--- config.mk ---
export PLATFORM = sky130hd
export DESIGN_NAME = manchester_tx
export DESIGN_NICKNAME = d
export VERILOG_FILES = /design/src/rtl/mtx_pkg.sv /design/src/rtl/mtx_gate.sv /design/src/rtl/mtx_symbol.sv /design/src/rtl/manchester_tx.sv
export SDC_FILE = /design/constraint.sdc
export NUM_CORES = 1
export LEC_CHECK = 0
export CAP_MARGIN = 20
export CORE_AREA = 2 2 39 41
export CTS_BUF_LIST = sky130_fd_sc_hd__clkbuf_8
export CTS_CLUSTER_SIZE = 8
export DETAILED_ROUTE_END_ITERATION = 16
export DIE_AREA = 0 0 41 43
export SLEW_MARGIN = 20
export SYNTH_ARGS = -nofsm -noshare
export SYNTH_HDL_FRONTEND = slang
export SYNTH_SLANG_ARGS = --single-unit
export TNS_END_PERCENT = 20
--- constraint.sdc ---
create_clock -name clk -period 1.1 [get_ports clk]
set_input_delay 0.165 -clock clk [delete_from_list [all_inputs] [get_ports clk]]
set_output_delay 0.165 -clock clk [all_outputs]
set_load 0.02 [all_outputs]
--- src/rtl/mtx_pkg.sv ---
// Package mtx_pkg
// Purpose : shared types and helpers for the Manchester transmit encoder.
// Assumes : nothing beyond IEEE 1800-2017 synthesizable constructs.
package mtx_pkg;

    // Which half of the current bit cell is on the line.
    typedef enum logic {
        HALF_FIRST  = 1'b0,
        HALF_SECOND = 1'b1
    } half_e;

    // Line level of the half cell that carries the bit itself.
    function automatic logic bit_half_level(input logic ones_rise, input logic b);
        return ones_rise ? b : ~b;
    endfunction

endpackage

--- src/rtl/mtx_gate.sv ---
// Module  : mtx_gate
// Purpose : frame sequencing. It decides when a frame starts, steps the half
//           cells, and ends the frame at a cell boundary once tx_en or
//           link_ok is low.
// Assumes : TICKS_PER_HALF clock ticks per half cell; inputs settle between
//           edges; synchronous active-low reset.
module mtx_gate
    import mtx_pkg::*;
#(
    parameter int TICKS_PER_HALF = 1
) (
    input  logic clk,
    input  logic rst_n,
    input  logic tx_en,
    input  logic link_ok,
    output logic active,
    output logic load,
    output logic mid,
    output logic finish
);
    localparam int CW = (TICKS_PER_HALF > 1) ? $clog2(TICKS_PER_HALF) : 1;
    localparam logic [CW-1:0] LAST_TICK = CW'(TICKS_PER_HALF - 1);

    logic [CW-1:0] tick_q;
    half_e         half_q;
    logic          active_q;
    logic          tick_end;
    logic          boundary;
    logic          go;

    // Decode the half-cell end, the cell boundary and the continue condition.
    always_comb begin
        tick_end = (tick_q == LAST_TICK);
        boundary = active_q && (half_q == HALF_SECOND) && tick_end;
        go       = tx_en && link_ok;
        load     = (!active_q && go) || (boundary && go);
        mid      = active_q && (half_q == HALF_FIRST) && tick_end;
        finish   = boundary && !go;
    end

    // Track frame activity, the half-cell phase and the tick count.
    always_ff @(posedge clk) begin
        if (!rst_n) begin
            active_q <= 1'b0;
            half_q   <= HALF_FIRST;
            tick_q   <= '0;
        end else if (load) begin
            active_q <= 1'b1;
            half_q   <= HALF_FIRST;
            tick_q   <= '0;
        end else if (finish) begin
            active_q <= 1'b0;
            half_q   <= HALF_FIRST;
            tick_q   <= '0;
        end else if (active_q) begin
            if (tick_end) begin
                tick_q <= '0;
                half_q <= HALF_SECOND;
            end else begin
                tick_q <= tick_q + 1'b1;
            end
        end
    end

    assign active = active_q;

    AST_NO_START_OFFLINE: assert property (@(posedge clk) disable iff (!rst_n)
        (!active_q && !link_ok) |=> !active_q);

    AST_HOLD_TO_BOUNDARY: assert property (@(posedge clk) disable iff (!rst_n)
        (active_q && !boundary) |=> active_q);

    AST_ONE_EVENT: assert property (@(posedge clk) disable iff (!rst_n)
        $countones({load, mid, finish}) <= 1);

endmodule

--- src/rtl/mtx_symbol.sv ---
// Module  : mtx_symbol
// Purpose : holds the bit of the current cell and drives the line level for
//           each half cell. It returns the line to idle when a frame ends.
// Assumes : load, mid and finish are mutually exclusive single-cycle strobes
//           from mtx_gate; synchronous active-low reset.
module mtx_symbol
    import mtx_pkg::*;
#(
    parameter bit ONE_RISES = 1'b1
) (
    input  logic clk,
    input  logic rst_n,
    input  logic load,
    input  logic mid,
    input  logic finish,
    input  logic data_in,
    output logic line_q
);
    localparam logic IDLE_LVL = bit_half_level(ONE_RISES, 1'b1);

    logic bit_q;
    logic first_lvl;
    logic second_lvl;

    generate
        if (ONE_RISES) begin : g_one_rises
            // A one is low then high.
            assign first_lvl  = ~data_in;
            assign second_lvl = bit_q;
        end else begin : g_one_falls
            // A one is high then low.
            assign first_lvl  = data_in;
            assign second_lvl = ~bit_q;
        end
    endgenerate

    // Latch the cell bit and step the line level on each strobe.
    always_ff @(posedge clk) begin
        if (!rst_n) begin
            bit_q  <= 1'b0;
            line_q <= IDLE_LVL;
        end else if (load) begin
            bit_q  <= data_in;
            line_q <= first_lvl;
        end else if (mid) begin
            line_q <= second_lvl;
        end else if (finish) begin
            line_q <= IDLE_LVL;
        end
    end

    AST_MID_EDGE: assert property (@(posedge clk) disable iff (!rst_n)
        mid |=> (line_q != $past(line_q)));

    AST_HOLD_IN_HALF: assert property (@(posedge clk) disable iff (!rst_n)
        (!load && !mid && !finish) |=> $stable(line_q));

endmodule

--- src/rtl/manchester_tx.sv ---
// Module  : manchester_tx
// Purpose : top level of the Manchester transmit encoder. It joins frame
//           sequencing (mtx_gate) with the line level driver (mtx_symbol).
// Assumes : clock at twice the bit rate by default (TICKS_PER_HALF = 1);
//           synchronous active-low reset; idle line level equals the
//           second-half level of a one.
module manchester_tx
    import mtx_pkg::*;
#(
    parameter int TICKS_PER_HALF = 1,
    parameter bit ONE_RISES      = 1'b1
) (
    input  logic clk,
    input  logic rst_n,
    input  logic tx_en,
    input  logic tx_data,
    input  logic link_ok,
    output logic line_out,
    output logic tx_active
);
    localparam logic IDLE_LVL = bit_half_level(ONE_RISES, 1'b1);

    logic load_s;
    logic mid_s;
    logic finish_s;

    mtx_gate #(
        .TICKS_PER_HALF(TICKS_PER_HALF)
    ) u_gate (
        .clk    (clk),
        .rst_n  (rst_n),
        .tx_en  (tx_en),
        .link_ok(link_ok),
        .active (tx_active),
        .load   (load_s),
        .mid    (mid_s),
        .finish (finish_s)
    );

    mtx_symbol #(
        .ONE_RISES(ONE_RISES)
    ) u_symbol (
        .clk    (clk),
        .rst_n  (rst_n),
        .load   (load_s),
        .mid    (mid_s),
        .finish (finish_s),
        .data_in(tx_data),
        .line_q (line_out)
    );

    AST_IDLE_LEVEL: assert property (@(posedge clk) disable iff (!rst_n)
        !tx_active |-> (line_out == IDLE_LVL));

    AST_FIRST_HALF: assert property (@(posedge clk) disable iff (!rst_n)
        load_s |=> (line_out == bit_half_level(ONE_RISES, !$past(tx_data))));

    AST_END_TO_IDLE: assert property (@(posedge clk) disable iff (!rst_n)
        $fell(tx_active) |-> (line_out == IDLE_LVL));

endmodule

; Yosys cells after proc, flatten, opt, wreduce, memory -nomap -nowiden
; Cells that the tools add are included.
[totals]
register_bits = 5
latchBits = 0
elab_cells = 31
n_memories = 0
mem_bits_ro = 0
out_inout_bits = 2
mem_bits_rw = 0
input_bits = 5
[op_classes]
n_addsub = 1
n_reduce_logical = 15
shifts = 0
n_bitwise = 4
div = 0
multipliers = 0
n_eq_ne = 0
n_mux = 6
magnitude_cmp = 0
[ops]
columns = op, n
row1 = $logic_and A1 B1 Y1, 8
row2 = $mux W1, 6
row3 = $not A1 Y1, 4
row4 = $reduce_bool A3 Y1, 1
row5 = $reduce_or A3 Y1, 1
row6 = $logic_not A1 Y1, 2
row7 = $reduce_and A2 Y1, 1
row8 = $reduce_bool A2 Y1, 1
row9 = $add A1 B1 Y1 const B, 1
row10 = $logic_or A1 B1 Y1, 1

; Logic depth before layout (Yosys ltp)
; Gate-level depths: netlist (run 1).
[logic_depth]
depth_word = 6
depth_mapped = 3
ltp_nobuf = 3

; Modules after synthesis
; Synthesis (run 1) repeated with hierarchy kept, for this count alone.
[unflattened]
hier_cells = 18
hier_area_um2 = 178.9
[by_module_without_submodules]
columns = mod, instances, seq_area_each_um2, area_per_inst_um2, cells_per_inst
row1 = mtx_gate, 1, 40.0, 95.1, 10
row2 = mtx_symbol, 1, 40.0, 83.8, 8

; Worst setup path after synthesis (run 1)
; No wires, ideal clock.
[synth_path]
path_kind = reg2reg
from = reg u_gate.active_q (netlist: u_gate.active)
to = reg u_symbol.line_q
slack_ns = 0.189
t_arrival_ns = 0.792
n_path_buf = 0
synth_period_minus_slack_ns = 0.911
stages_incl_launch_ff = 4
required_time_ns = 0.981
setup_ns = 0.119
path_cell_list = dfxtp_1 > nand2b_4 > o22ai_1 > o21ai_1
[synth_via]
elab_chain_cells = 5
elab_cells_between_ends = 12
cone_classes = mux (2) / reduce/logical (10)
[synth_lines]
columns = item, line_no
row1 = start: declaration, mtx_gate.sv:26  ; logic active_q;
row2 = start signal: assignment, mtx_gate.sv:44  ; active_q <= 1'b0;
row3 = start signal: assignment, mtx_gate.sv:48  ; active_q <= 1'b1;
row4 = start signal: assignment, mtx_gate.sv:52  ; active_q <= 1'b0;
row5 = $logic_and A1 B1 Y1 (2 in a row), mtx_gate.sv:34  ; boundary = active_q && (half_q == HALF_SECOND) && tick_end;
row6 = $logic_and A1 B1 Y1, mtx_gate.sv:36  ; load = (!active_q && go) || (boundary && go);
row7 = $logic_or A1 B1 Y1, mtx_gate.sv:36
row8 = $reduce_bool A3 Y1 (no line) / $mux W1 (equally long branches), -
row9 = end signal: assignment, mtx_symbol.sv:44  ; line_q <= first_lvl;
row10 = end signal: assignment, mtx_symbol.sv:46  ; line_q <= second_lvl;
row11 = end: declaration, mtx_symbol.sv:17  ; output logic line_q
; Several ways; a longest one is shown, not always the timed one.
; A chain may end at the register's enable or synchronous reset.

; Worst setup path after layout (run 1)
[layout_path]
from = reg u_symbol.line_q
to = out line_out
[layout_rtl]
columns = item, line_no
row1 = end: declaration, manchester_tx.sv:18  ; output logic line_out,
; No word-level cell between the ends.

==> flow_metrics.env, run 1 <==
export IMPL_status="complete, no violations"
export IMPL_final_util_pct=22.2
export IMPL_post_route_period_util_pct=93.7
export IMPL_placed_area_um2=268
export IMPL_worst_slew_pin_slew_ns=0.207
export IMPL_drive_above_1_share_pct=19.4
export IMPL_diodes=0
export IMPL_dp_slack_ns=-0.0387
export IMPL_clk_pin_slew_ns=0.03
export IMPL_end_kind="primary output"
export IMPL_final_cell_mix="5 x a21oi_1, 4 x clkdlybuf4s50_1, 4 x dfxtp_1, 3 x nand2_1, 3 x clkbuf_8"
export IMPL_ys_types=10
export IMPL_die_w_um=41
export IMPL_hpwl_um=294
export IMPL_grt_overflow=0
export IMPL_slew_viol_final=0
export IMPL_slowest_stage="dlygate4sd2_1"
export IMPL_intPower_mw=0.429
export IMPL_place_inst=44
export IMPL_power_switching_share_pct=19.7
export IMPL_track_usage_pct=5.42
export IMPL_cp_cell_sequence="dlygate4sd2_1"
export IMPL_slew_headroom_pct=86.2
export IMPL_post_drt_wl_per_cell_um=7.81
export IMPL_clock_power_share_pct=55.9
export IMPL_crit_family="buffers and inverters"
export IMPL_maxCapViolCount=0
export IMPL_clock_path_buffers=2
export IMPL_die_height_um=43
export IMPL_cts_tree="yes"
export IMPL_required_ns=0.94
export IMPL_syn_inst=20
export IMPL_hold_buffers=0
export IMPL_drc=0
export IMPL_setup_slack_ns=0.0695
export IMPL_vias=172
export IMPL_first_pass_iters=1
export IMPL_critPathMaxStageDelay_ns=0.33
export IMPL_root_buffer="clkbuf_8"
export IMPL_drtIter0Drc=0
export IMPL_critPathMaxFanout=2
export IMPL_htreeDepth=1
export IMPL_crit_buf_inv=1
export IMPL_post_cts_resized=2
export IMPL_final_seq_area_um2=80.1
export IMPL_multi_input_area_um2=88.8
export IMPL_grt_pass1_vias=156
export IMPL_cts_buffers=3
export IMPL_finalSetupViolations=0
export IMPL_p_sw_mw=0.105
export IMPL_finClkSkew_ns=0.00132
export IMPL_avgSynthCellArea_um2=8.63
export IMPL_finalCriticalPeriod_ns=1.03
export IMPL_io_buffer_count=6
export IMPL_viasPerCell=3.66
export IMPL_synth_area_um2=173
export IMPL_rows=14
export IMPL_synth_warnings=0
export IMPL_finalWirelength_um=367
export IMPL_pin_count=7
export IMPL_layout_area_overhead_vs_synth_pct=77.5
export IMPL_start_util_pct=12.5
export IMPL_grt_max_degree=5
export IMPL_yosysTopAreaCellShare_pct=46.4
export IMPL_clock_latency_ns=0.21
export IMPL_dieArea_mm2=0.00176
export IMPL_leakage_nw=0.122
export IMPL_ys_seq_area_share_pct=46.4
export IMPL_nFillCells=162
export IMPL_final_hold_violation_count=0
export IMPL_worstPathArrival_ns=0.87
export IMPL_rsz0062_at_grt="no"
export IMPL_cts_sinks=4
export IMPL_power_density_mw_per_mm2=1740
export IMPL_max_freq_ghz=0.970
export IMPL_power_total_mw=0.534
export IMPL_finalInstanceArea_um2=307
export IMPL_antenna_found_initial=0
export IMPL_ant_nets=0
export IMPL_grt_first_pass_wirelength_um=579
export IMPL_core_area_mm2=0.00138
export IMPL_p_seq_share_pct=30.5
export IMPL_crit_type="flip-flop to primary output"
export IMPL_combinationalPowerShare_pct=13.7
export IMPL_final_cells=47
export IMPL_nets=38
export IMPL_synth_area_leaders="dfxtp_1 46%, a21oi_1 14%, nand2b_4 8.0%"
export IMPL_synth_area_leader_cell="dfxtp_1"
export IMPL_vdd_drop_max_uv=335
export IMPL_syn_nets=25
export IMPL_start_kind="flip-flop"
export IMPL_ys_ff_latch=4
export IMPL_cts_setup_buffers=0
export IMPL_min_path_type="flip-flop to flip-flop"
export IMPL_routabilityCongestion=0.570
export IMPL_final_common_cell="a21oi_1"
-- cells by family after synthesis --
logic type             after synthesis  share of synthesized area (%)
AO/OA/AOI/OAI                        9                           29.7
AND/OR/NAND/NOR                      6                           21.7
flip-flops                           4                           46.4
buffers and inverters                1                           2.17
-- metrics by stage --
step	setup TNS, ns	hold slack (ns)
after detailed placement	-0.0606	0.483
after global placement	-0.0345	0.481
after global routing	0	0.527
final	0	0.483
after floorplan	0	0.315
after CTS	0	0.490
-- registers in the layout (all words and copies together) (netlist names) --
signal,count
u_symbol.bit_q,1
u_gate.half_q,1
u_symbol.line_q,1
u_gate.active,1
-- per-layer routing --
metal	routed length (um)	vias to the layer above	global-route usage, %
met3	40	0	3.14
met4	0	0	6.00
met1	170	72	7.07
met2	155	6	5.31
li1	-	94	-
met5	0	-	0
-- power by group through the flow --
stage / logic [mW] / clock network, mW / registers (mW)
4_1_cts: 0.0739 / 0.308 / 0.163
5_1_grt: 0.0807 / 0.316 / 0.164
2_1_floorplan: 0.0278 / 0 / 0.174
3_5_place_dp: 0.0777 / 0 / 0.165
6_report: 0.0730 / 0.299 / 0.163
3_3_place_gp: 0.0781 / 0 / 0.165
-- path summary, 6_finish.rpt --
check | start | end | slack [ns] | cells after the start
worst max-delay path | u_symbol.line_q | line_out | 0.07 | 1
worst min-delay path | u_symbol.bit_q | u_symbol.bit_q | 0.48 | 2
worst max register to register | u_gate.active | u_gate.half_q | 0.22 | 4
worst min register to register | u_symbol.bit_q | u_symbol.bit_q | 0.48 | 2
-- synthesized netlist by cell type --
library cell,number
a21oi_1,5
dfxtp_1,4
nand2_1,3
o21ai_1,2
inv_1,1
nand2b_4,1
nand4_1,1
nor2b_1,1
o21ba_1,1
o22ai_1,1
-- area by class of cell --
type / count / share of cell area (%)
inverters: 1 / 1.22
repair buffers: 8 / 23.7
clock buffers: 3 / 13.5
flip-flops and latches: 4 / 26.1
multi-input cells: 15 / 29.0
well taps: 16 / 6.53
No activity file was read; power rests on OpenSTA's default activity.
==> run 2, diff against run 1 <==
Settings changed: CAP_MARGIN 20 to not set.
==> results of run 2 <==
Final layout, timing and power as in run 1 (identical DEF).
